### config.mk
export PLATFORM = sky130hd
export DESIGN_NAME = smb_host
export DESIGN_NICKNAME = d
export VERILOG_FILES = /design/src/rtl/smb_host_pkg.sv /design/src/rtl/smb_host_dp.sv /design/src/rtl/smb_host_ctl.sv /design/src/rtl/smb_host.sv
export SDC_FILE = /design/constraint.sdc
export NUM_CORES = 1
export LEC_CHECK = 0
export CAP_MARGIN = 20
export CORE_UTILIZATION = 38
export DETAILED_ROUTE_END_ITERATION = 16
export DONT_BUFFER_PORTS = 1
export HOLD_SLACK_MARGIN = 0.02
export SETUP_SLACK_MARGIN = 0.3
export SLEW_MARGIN = 0
export SYNTH_ARGS = -nofsm -noshare
export SYNTH_HDL_FRONTEND = slang
export SYNTH_SLANG_ARGS = --single-unit
export TNS_END_PERCENT = 100
### constraint.sdc
create_clock -name clk -period 3.3 [get_ports clk]
set_clock_uncertainty 0.2 [all_clocks]
set_input_delay 0.165 -clock clk [delete_from_list [all_inputs] [get_ports clk]]
set_output_delay 0.165 -clock clk [all_outputs]
set_load 0.01 [all_outputs]
### src/rtl/smb_host_pkg.sv
`timescale 1ns/1ps
package smb_host_pkg;

  localparam logic [2:0] A_PROTO = 3'd0;
  localparam logic [2:0] A_STAT  = 3'd1;
  localparam logic [2:0] A_TGT   = 3'd2;
  localparam logic [2:0] A_CMD   = 3'd3;
  localparam logic [2:0] A_D0    = 3'd4;
  localparam logic [2:0] A_D1    = 3'd5;

  localparam logic [7:0] ST_DONE = 8'h01;
  localparam logic [7:0] ST_BADP = 8'h04;
  localparam logic [7:0] ST_NACK = 8'h10;
  localparam logic [7:0] ST_OK   = 8'h80;

  typedef enum logic [3:0] {
    SG_START, SG_TX_ADDR, SG_TX_ADDRW, SG_TX_ADDRR,
    SG_TX_CMD, SG_TX_DATA, SG_RX_DATA, SG_STOP, SG_END
  } segT;

  typedef enum logic [2:0] {
    LD_NONE, LD_ADDR, LD_ADDRW, LD_ADDRR, LD_CMD, LD_DATA
  } ldSelT;

  typedef struct packed {
    logic       divRun;
    ldSelT      ldSel;
    logic       shiftOut;
    logic       shiftIn;
    logic       rxBit;
    logic       storeRx;
    logic       finish;
    logic [7:0] finStatus;
  } strobeT;

  // Segment list per protocol (low two code bits) and step index.
  function automatic segT segAt(input logic [1:0] p, input logic [2:0] idx);
    segT s;
    s = SG_STOP;
    if (idx == 3'd0) s = SG_START;
    else case (p)
      2'd0: if (idx == 3'd1) s = SG_TX_ADDR; else if (idx == 3'd2) s = SG_TX_DATA;
      2'd1: if (idx == 3'd1) s = SG_TX_ADDR; else if (idx == 3'd2) s = SG_RX_DATA;
      2'd2: case (idx)
              3'd1: s = SG_TX_ADDR;
              3'd2: s = SG_TX_CMD;
              3'd3: s = SG_TX_DATA;
              default: s = SG_STOP;
            endcase
      default: case (idx)
              3'd1: s = SG_TX_ADDRW;
              3'd2: s = SG_TX_CMD;
              3'd3: s = SG_START;
              3'd4: s = SG_TX_ADDRR;
              3'd5: s = SG_RX_DATA;
              default: s = SG_STOP;
            endcase
    endcase
    return s;
  endfunction

  function automatic ldSelT ldFor(input segT s);
    case (s)
      SG_TX_ADDR:  return LD_ADDR;
      SG_TX_ADDRW: return LD_ADDRW;
      SG_TX_ADDRR: return LD_ADDRR;
      SG_TX_CMD:   return LD_CMD;
      SG_TX_DATA:  return LD_DATA;
      default:     return LD_NONE;
    endcase
  endfunction

endpackage

### src/rtl/smb_host_dp.sv
`timescale 1ns/1ps
module smb_host_dp
  import smb_host_pkg::*;
#(
  parameter int QTR_CYCLES = 625
) (
  input  logic       clk,
  input  logic       rstN,
  input  logic [2:0] regAddr,
  input  logic       regWr,
  input  logic [7:0] regWrData,
  output logic [7:0] regRdData,
  input  logic       busy,
  input  strobeT     st,
  output logic       launch,
  output logic [7:0] launchCode,
  output logic       tick,
  output logic       txBit
);
  localparam int CNT_W = (QTR_CYCLES > 1) ? $clog2(QTR_CYCLES) : 1;
  localparam logic [CNT_W-1:0] CNT_LAST = CNT_W'(QTR_CYCLES - 1);

  logic [7:0] protoQ, statusQ, tgtQ, cmdQ, d0Q, d1Q, shiftQ;
  logic [CNT_W-1:0] divCnt;

  assign launch     = regWr && (regAddr == A_PROTO) && !busy;
  assign launchCode = regWrData;
  assign tick       = st.divRun && (divCnt == CNT_LAST);
  assign txBit      = shiftQ[7];

  always_ff @(posedge clk) begin
    if (!rstN) begin
      protoQ <= '0; statusQ <= '0; tgtQ <= '0; cmdQ <= '0;
      d0Q <= '0; d1Q <= '0; shiftQ <= '0; divCnt <= '0;
    end else begin
      if (launch) begin
        protoQ  <= regWrData;
        statusQ <= '0;
      end else if (st.finish) begin
        statusQ <= st.finStatus;
      end
      if (regWr && regAddr == A_TGT) tgtQ <= regWrData;
      if (regWr && regAddr == A_CMD) cmdQ <= regWrData;
      if (regWr && regAddr == A_D1)  d1Q  <= regWrData;
      if (st.storeRx) d0Q <= shiftQ;
      else if (regWr && regAddr == A_D0) d0Q <= regWrData;

      case (st.ldSel)
        LD_ADDR:  shiftQ <= tgtQ;
        LD_ADDRW: shiftQ <= {tgtQ[7:1], 1'b0};
        LD_ADDRR: shiftQ <= {tgtQ[7:1], 1'b1};
        LD_CMD:   shiftQ <= cmdQ;
        LD_DATA:  shiftQ <= d0Q;
        default: begin
          if (st.shiftOut)     shiftQ <= {shiftQ[6:0], 1'b0};
          else if (st.shiftIn) shiftQ <= {shiftQ[6:0], st.rxBit};
        end
      endcase

      if (!st.divRun || divCnt == CNT_LAST) divCnt <= '0;
      else divCnt <= divCnt + 1'b1;
    end
  end

  always_comb begin
    case (regAddr)
      A_PROTO: regRdData = protoQ;
      A_STAT:  regRdData = statusQ;
      A_TGT:   regRdData = tgtQ;
      A_CMD:   regRdData = cmdQ;
      A_D0:    regRdData = d0Q;
      A_D1:    regRdData = d1Q;
      default: regRdData = 8'h00;
    endcase
  end

  // status stays zero for the whole transfer
  p_busy_status_zero_r7: assert property (@(posedge clk) disable iff (!rstN)
    busy |-> (statusQ == 8'h00));
  // the end of a transfer always leaves the done bit
  p_done_flag_r8: assert property (@(posedge clk) disable iff (!rstN)
    $fell(busy) |-> statusQ[0]);
  // protocol writes while busy leave the register untouched
  p_ignore_busy_write_r11: assert property (@(posedge clk) disable iff (!rstN)
    (regWr && regAddr == A_PROTO && busy) |=> $stable(protoQ));
  // at most one shift-register or status operation per cycle
  p_single_op_r3: assert property (@(posedge clk) disable iff (!rstN)
    $onehot0({st.ldSel != LD_NONE, st.shiftOut, st.shiftIn, st.storeRx, st.finish}));
endmodule

### src/rtl/smb_host_ctl.sv
`timescale 1ns/1ps
module smb_host_ctl
  import smb_host_pkg::*;
(
  input  logic       clk,
  input  logic       rstN,
  input  logic       launch,
  input  logic [7:0] launchCode,
  input  logic       tick,
  input  logic       txBit,
  input  logic       sdaIn,
  output logic       busy,
  output strobeT     st,
  output logic       sclLow,
  output logic       sdaLow
);
  segT        seg, nextSeg;
  logic [2:0] segIdx;
  logic [1:0] protoSel, qtr;
  logic [3:0] bitCnt;
  logic       nackSeen, badCode, sdaHeld;
  logic       bitEnd, isTx, isRx, codeBad;

  assign nextSeg = segAt(protoSel, segIdx + 3'd1);
  assign bitEnd  = busy && tick && (qtr == 2'd3);
  assign isTx    = seg inside {SG_TX_ADDR, SG_TX_ADDRW, SG_TX_ADDRR, SG_TX_CMD, SG_TX_DATA};
  assign isRx    = (seg == SG_RX_DATA);
  assign codeBad = (launchCode[7:2] != 6'b000001);

  always_comb begin
    st = '0;
    st.ldSel  = LD_NONE;
    st.rxBit  = sdaIn;
    st.divRun = busy && (seg != SG_END);
    if (busy && seg == SG_END) begin
      st.finish    = 1'b1;
      st.finStatus = ST_DONE | (badCode ? ST_BADP : (nackSeen ? ST_NACK : ST_OK));
    end else if (bitEnd) begin
      if (seg == SG_START) st.ldSel = ldFor(nextSeg);
      else if (isTx) begin
        if (bitCnt < 4'd8) st.shiftOut = 1'b1;
        else if (!sdaIn) st.ldSel = ldFor(nextSeg);
      end else if (isRx) begin
        if (bitCnt < 4'd8) st.shiftIn = 1'b1;
        else st.storeRx = 1'b1;
      end
    end
  end

  always_ff @(posedge clk) begin
    if (!rstN) begin
      busy <= 1'b0; seg <= SG_START; segIdx <= '0; protoSel <= '0;
      qtr <= '0; bitCnt <= '0; nackSeen <= 1'b0; badCode <= 1'b0; sdaHeld <= 1'b0;
    end else begin
      sdaHeld <= sdaLow;
      if (launch) begin
        busy     <= 1'b1;
        protoSel <= launchCode[1:0];
        segIdx   <= '0;
        bitCnt   <= '0;
        qtr      <= 2'd2;
        nackSeen <= 1'b0;
        badCode  <= codeBad;
        seg      <= codeBad ? SG_END : SG_START;
      end else if (busy) begin
        if (seg == SG_END) begin
          busy <= 1'b0;
        end else if (tick) begin
          qtr <= qtr + 2'd1;
          if (qtr == 2'd3) begin
            if (seg == SG_STOP) seg <= SG_END;
            else if (seg == SG_START) begin
              seg <= nextSeg; segIdx <= segIdx + 3'd1; bitCnt <= '0;
            end else if (bitCnt == 4'd8) begin
              bitCnt <= '0;
              if (isTx && sdaIn) begin
                nackSeen <= 1'b1; seg <= SG_STOP;
              end else begin
                seg <= nextSeg; segIdx <= segIdx + 3'd1;
              end
            end else bitCnt <= bitCnt + 4'd1;
          end
        end
      end
    end
  end

  always_comb begin
    sclLow = 1'b0;
    sdaLow = 1'b0;
    if (busy && seg != SG_END) begin
      sclLow = (qtr < 2'd2);
      if (qtr == 2'd0) sdaLow = sdaHeld;
      else case (seg)
        SG_START: sdaLow = (qtr == 2'd3);
        SG_STOP:  sdaLow = (qtr != 2'd3);
        SG_RX_DATA: sdaLow = 1'b0;
        default:  sdaLow = (bitCnt < 4'd8) && !txBit;
      endcase
    end
  end

  // SDA moves under a high SCL only for start and stop
  p_sda_change_r12: assert property (@(posedge clk) disable iff (!rstN)
    (!sclLow && !$past(sclLow) && (sdaLow != $past(sdaLow)))
      |-> ((seg == SG_START || seg == SG_STOP) && qtr == 2'd3));
  // a not-acknowledge on a sent byte leads straight to stop
  p_nack_stop_r9: assert property (@(posedge clk) disable iff (!rstN)
    (bitEnd && isTx && bitCnt == 4'd8 && sdaIn) |=> (seg == SG_STOP));
  // a bad code finishes without touching the bus
  p_bad_code_r10: assert property (@(posedge clk) disable iff (!rstN)
    (launch && codeBad) |=> (busy && seg == SG_END && !sclLow && !sdaLow));
endmodule

### src/rtl/smb_host.sv
`timescale 1ns/1ps
module smb_host
  import smb_host_pkg::*;
#(
  parameter int QTR_CYCLES = 625
) (
  input  logic       clk,
  input  logic       rstN,
  input  logic [2:0] regAddr,
  input  logic       regWr,
  input  logic [7:0] regWrData,
  output logic [7:0] regRdData,
  input  logic       sdaIn,
  output logic       sclDriveLow,
  output logic       sdaDriveLow
);
  strobeT     st;
  logic       busy, launch, tick, txBit;
  logic [7:0] launchCode;

  smb_host_dp #(.QTR_CYCLES(QTR_CYCLES)) uDp (
    .clk(clk), .rstN(rstN), .regAddr(regAddr), .regWr(regWr),
    .regWrData(regWrData), .regRdData(regRdData), .busy(busy), .st(st),
    .launch(launch), .launchCode(launchCode), .tick(tick), .txBit(txBit)
  );

  smb_host_ctl uCtl (
    .clk(clk), .rstN(rstN), .launch(launch), .launchCode(launchCode),
    .tick(tick), .txBit(txBit), .sdaIn(sdaIn), .busy(busy), .st(st),
    .sclLow(sclDriveLow), .sdaLow(sdaDriveLow)
  );
endmodule

==> results of run 1 <==
## where the power goes
| part | switching, uW | total, uW | internal (uW) |
|---|---|---|---|
| sequential | 12.7 | 978 | 966 |
| clock | 376 | 1000 | 629 |
| combinational | 61.1 | 104 | 43.1 |
## per-stage QoR
stage / total power, uW / utilization (%) / hold WS [ns]
CTS: 2103 / 44.19 / 0.03111
floorplan: 1070 / - / 0.1099
finish: 2088 / 44.39 / 0.04180
detailed placement: 1071 / 40.25 / 0.09979
global placement: 1069 / 40.25 / 0.09404
global route: 2156 / 44.37 / 0.06817
## cell families (layout without fill, tap and decap cells)
family / Yosys count / after routing
buffers and inverters: 45 / 54
adder cells (fa/ha/maj): 11 / 11
AND/OR/NAND/NOR: 237 / 237
flip-flops: 79 / 79
other: 0 / 1
multiplexers: 24 / 24
AO/OA/AOI/OAI: 145 / 145
XOR/XNOR: 13 / 13
## layout make-up
| type | instances | area [um2] |
|---|---|---|
| sequential | 79 | 1587 |
| tap | 143 | 178.9 |
| multi-input combinational | 430 | 2775 |
| antenna | 1 | 2.502 |
| clock inverter | 2 | 38.79 |
| inverter | 17 | 63.81 |
| timing repair buffer | 21 | 202.7 |
| clock buffer | 14 | 264.0 |
| fill | 1120 | 6404 |
## cell usage in the layout (no fill, tap or decap), types with 3 or more instances in the layout
cell type	netlist	routed
ha_1	11	10
xnor2_1	6	6
dlygate4sd3_1	0	10
inv_1	17	16
nand3_1	14	14
o22ai_1	5	5
a21oi_1	18	18
and2_1	7	7
o21ai_0	22	22
a2bb2oi_1	3	3
mux2_2	5	5
buf_4	1	8
nor3_1	8	8
and3_1	6	6
nand2b_1	9	9
a211oi_1	3	3
clkbuf_16	0	9
nor2_1	47	47
nand4_1	11	11
clkbuf_1	23	3
a31oi_1	5	5
a22oi_1	6	6
mux2i_1	18	18
o211a_1	16	16
o221ai_1	4	4
nand2_1	99	99
or2_2	3	3
a21boi_0	36	36
dfxtp_1	79	77
a32oi_1	6	6
xor2_1	7	7
nor2b_1	9	9
## flip-flops by register name, indices dropped and copies added, names as in the netlist
register,cells
uCtl.busy,1
uCtl.bitCnt,4
uDp.d1Q,8
uDp.statusQ,4
uCtl.seg,4
uCtl.badCode,1
uDp.cmdQ,8
uDp.protoQ,7
uDp.d0Q,8
uCtl.nackSeen,1
uDp.divCnt,10
uDp.shiftQ,8
uCtl.qtr,2
uCtl.sdaHeld,1
uDp.tgtQ,8
uCtl.segIdx,3
uCtl.protoSel,1
## per-layer routing
layer  global-route usage (%)  vias to the layer above  part of all wire [%]
li1                         -                     1993                     -
met1                    28.49                     1945                    46
met2                    31.03                      155                    44
met3                    3.882                       25                   7.1
met4                    10.18                        0                   2.7
met5                        0                        -                     0
## what timing repair did
| item | 4_1_cts | 5_1_grt |
|---|---|---|
| hold endpoints to repair | 56 | 0 |
| pin swaps | 2 | 2 |
| hold buffers | 11 | 0 |
| gates resized for setup | 3 | 6 |
| buffers inserted | 2 | 1 |
| setup endpoints to repair | 8 | 8 |
## path summary, 6_finish.rpt
check / cells after the start / to / start
worst max-delay path: 8 / uDp.shiftQ[6] / uCtl.segIdx[0]
worst min-delay path: 4 / uDp.d1Q[1] / regWr
worst max register to register: 8 / uDp.shiftQ[6] / uCtl.segIdx[0]
worst min register to register: 1 / uDp.divCnt[0] / uDp.divCnt[0]
## critical path, stage by stage (launching register included)
cell	delay [ns]
dfxtp_4	0.37
ha_2	0.24
or3b_1	0.41
a311oi_2	0.31
or4b_4	0.54
nor2_1	0.17
a211o_4	0.23
nand4_1	0.12
o211a_1	0.14
==> flow_metrics.tcl, run 1 <==
set metrics [dict create \
    setup_slack_ns 0.4510 \
    ys_ff_latch 79 \
    pre_cts_slack_ns 0.1325 \
    reg2reg_slack_ns 0.45 \
    ys_async_sr_fraction_pct 0 \
    syn-instance-count 554 \
    first_pass_iters 5 \
    drt_iter0_markers 261 \
    die_x_um 111.0 \
    synth.top_cells.by_area "dfxtp_1, nand2_1, a21boi_0, mux2i_1, nor2_1" \
    p_per_area_nw_per_um2 408.3 \
    setup_viol 0 \
    die_h_um 111.0 \
    area_growth_pct 13.19 \
    peakVddDrop_mv 0.3085 \
    place_inst 676 \
    synth_fa_ha_area_share_pct 3.047 \
    synthSimpleGateAreaFrac_pct 25.82 \
    syn-num-nets 580 \
    cts_tree "built" \
    place_area_um2 4636 \
    avgRoutedWirePerCell_um 17.33 \
    num_io_pins 25 \
    synth_top_cell_by_area "dfxtp_1" \
    period_share_pct 86.33 \
    synth_cell_types 68 \
    nets 584 \
    syn_area_um2 4517 \
    synth-xor-area-share_pct 2.521 \
    yosysMostFrequentCell "nand2_1" \
    numCtsBuffers 9 \
    cap_violations 0 \
    worstMarginPinSlew_ns 1.012 \
    yosys-top-cells-count "nand2_1, dfxtp_1, nor2_1" \
    grt_usage_pct 20.71 \
    fin_area_um2 5112 \
    antenna_found_initial 0 \
    die_area_um2 12330 \
    htreeDepth 3 \
    drc_errors 0 \
    layoutNonFillerInstCount 707 \
    cts_root_buf "clkbuf_16" \
    core_area_um2 11520 \
    worst-path-max-fanout 16 \
    fin_setup_tns_ns 0 \
    vias 4118 \
    grt_max_degree 57 \
    clk-insertion-delay-late_ns 0.34 \
    numPortBuffers 0 \
    rsz0062_at_grt "false" \
    yosysTopAreaCellShare_pct 35.01 \
    vias_per_cell 5.825 \
    drive_gt1_share_pct 8.881 \
    drv_slew 0 \
    path_clk_slew_ns 0.06 \
    min_path_type "primary input to flip-flop" \
    worst-setup-path-type "flip-flop to flip-flop" \
    required_ns 3.33 \
    grt_pass1_vias 3833 \
    num_rows 39 \
    critPathCaptureType "flip-flop" \
    max_freq_mhz 351.0 \
    clock-sinks 79 \
    hpwlAfterDp_mm 8.475 \
    ys_seq_area_share_pct 35.01 \
    synth_mux_area_share_pct 5.734 \
    period_needed_ns 2.849 \
    ys.flop_type "dfxtp_1" \
    synth_top_family_by_area "simple AND/OR/NAND/NOR gates" \
    synth_edf_count 0 \
    status "completed" \
    synth-compound-area-share_pct 23.96 \
    relSlewSlack_pct 32.30 \
    routed_wl_mm 12.25 \
    grt_pass1_wl_mm 20.09 \
    p_leak_uw 0.001917 \
    yosysWarningCount 0 \
    start_util_pct 39.22 \
    grt.overflow.total 0 \
    avgSynthCellArea_um2 8.153 \
    critPathArrivalTime_ns 2.88 \
    gp_congestion 0.8653 \
    start_kind "flip-flop" \
    finalHoldViolCount 0 \
    ant_nets 0 \
    clk_path_buf_depth 2 \
]
Note: power is estimated with default switching activity, not from simulation.
==> run 2, diff against run 1 <==
- CORE_UTILIZATION: 38 -> 64
- PLACE_DENSITY: not set -> 0.8
- TNS_END_PERCENT: 100 -> not set
==> run 2 against run 1 <==
Net effect:
- maximum frequency fell by 2.6%
- cell count decreased by 6.1%
- combinational power about the same
- sequential power barely moved
- critical path depth rose by 2
- global-route usage rose by 12 points
- routed wire length down 2.2%
- cell area shrank 1.4%
- hold slack better by 0.0043 ns
- die area down 40%
- first-iteration DRC count rose by 61%
- sequential cell count is the same
==> flow_metrics.tcl, run 2 (synthesized netlist as in run 1, its figures left out) <==
set metrics [dict create \
    clk-insertion-delay-late_ns 0.36 \
    start_kind "flip-flop" \
    grt_max_degree 58 \
    vias_per_cell 6.401 \
    min_path_type "primary input to flip-flop" \
    ant_nets 0 \
    area_growth_pct 11.61 \
    peakVddDrop_mv 0.3578 \
    first_pass_iters 8 \
    gp_congestion 0.9283 \
    power.net_switching_uw 442.4 \
    clock-sinks 79 \
    internal_power_uw 1436 \
    setup_viol 0 \
    cts_tree "built" \
    start_util_pct 66.48 \
    grt_pass1_wl_mm 19.08 \
    max_freq_mhz 341.9 \
    finalHoldViolCount 0 \
    p_leak_uw 0.001909 \
    core_area_um2 6794 \
    die_h_um 86.01 \
    routed_wl_mm 11.98 \
    regMostFlops "uDp.divCnt" \
    rsz0062_at_grt "false" \
    grt_pass1_vias 3721 \
    num_io_pins 25 \
    critPathCaptureType "flip-flop" \
    hold_slack_ns 0.04607 \
    final_core_util_pct 74.20 \
    critPathArrivalTime_ns 3.02 \
    cap_violations 0 \
    fin_setup_tns_ns 0 \
    drc_errors 0 \
    p_per_area_nw_per_um2 372.6 \
    drt_iter0_markers 420 \
    drive_gt1_share_pct 10.21 \
    cts_root_buf "clkbuf_8" \
    worst-path-max-fanout 6 \
    die_x_um 86.01 \
    layout_common_cells "nand2_1, dfxtp_1, nor2_1" \
    clk_path_buf_depth 2 \
    nets 589 \
    power_frac_clock_pct 42.4 \
    worst-setup-path-type "flip-flop to flip-flop" \
    hpwlAfterDp_mm 7.895 \
    largest_register_ffs 10 \
    relSlewSlack_pct 38.03 \
    crit_start "uCtl.segIdx[0]" \
    period_share_pct 88.63 \
    p_comb_share_pct 5.6 \
    antenna_found_initial 0 \
    grt.overflow.total 0 \
    antenna_cells 0 \
    drv_slew 0 \
    path_clk_slew_ns 0.08 \
    vias 4250 \
    status "completed" \
    numCtsBuffers 9 \
    final_common_cell "nand2_1" \
    r2r-start "uCtl.segIdx[0]" \
    worstMarginPinSlew_ns 0.9261 \
    num_rows 30 \
    htreeDepth 3 \
    p_seq_share_pct 52.0 \
    die_area_um2 7398 \
    avgRoutedWirePerCell_um 18.05 \
    grt_usage_pct 33.17 \
    worstHoldStart "regWrData[3]" \
    period_needed_ns 2.925 \
    required_ns 3.40 \
    switching_share_pct 23.55 \
    numPortBuffers 0 \
]
run 2: cell types whose count changed in the layout (fill, tap and decap cells not counted), sizes merged:
cell	previous run	this run
inv	17	18
clkbuf	14	9
dlygate4sd3	10	13
diode	1	0
clkinv	1	4
buf	11	13
bufinv	1	2
run 2: power by group through the flow:
stage	Clock, uW	Sequential [uW]	Combinational (uW)
4_1_cts	805	977	101
6_report	797	977	105
3_3_place_gp	0	1000	67.1
2_1_floorplan	0	994	76.3
5_1_grt	843	978	113
3_5_place_dp	0	1000	69.3
run 2: final timing paths:
kind              cells past startpoint        endpoint  slack (ns)
setup / recovery                     10   uDp.shiftQ[7]        0.38
hold / removal                        4    uCtl.badCode        0.05
setup reg to reg                     10   uDp.shiftQ[7]        0.38
hold reg to reg                       2  uDp.statusQ[0]        0.25
run 2: layer usage:
layer	track usage (%)	routed length (um)	up-vias
met5	0	0	-
met4	10.61	263	0
met3	8.662	1229	28
met2	48.34	5299	223
met1	47.68	5190	1998
li1	-	-	2001
run 2: area by class of cell:
class | count | area (um2)
inverters | 17 | 66.31
repair buffers | 26 | 240.2
multi-input cells | 430 | 2805
clock inverters | 7 | 96.34
clock buffers | 9 | 123.9
fillers | 512 | 1753
well taps | 96 | 120.1
flip-flops and latches | 79 | 1589
run 2: repair_timing:
action,4_1_cts,5_1_grt
buffers inserted,3,3
endpoints found under the hold margin,66,0
hold buffers,14,0
pin swaps,2,5
setup endpoints to repair,8,8
gates resized for setup,1,13
run 2: metrics by stage:
stage | setup slack, ns | area [um2] | std cells | power (uW)
after global routing | 0.2576 | 5041 | 664 | 1934
final | 0.3752 | 5041 | 664 | 1878
after CTS | 0.3361 | 4964 | 661 | 1884
after floorplan | 0.4538 | 4517 | 554 | 1070
after detailed placement | 0.1738 | 4569 | 628 | 1069
after global placement | 0.3024 | 4569 | 628 | 1067
run 2: critical path: stages (launching register included):
cell and delay, ns:
dfxtp_4 0.41, inv_4 0.06, ha_4 0.15, or3b_1 0.38, a311oi_2 0.32, or4b_4 0.54
nor4_4 0.28, buf_4 0.18, a22oi_1 0.07, nand4_1 0.12, o211a_1 0.16
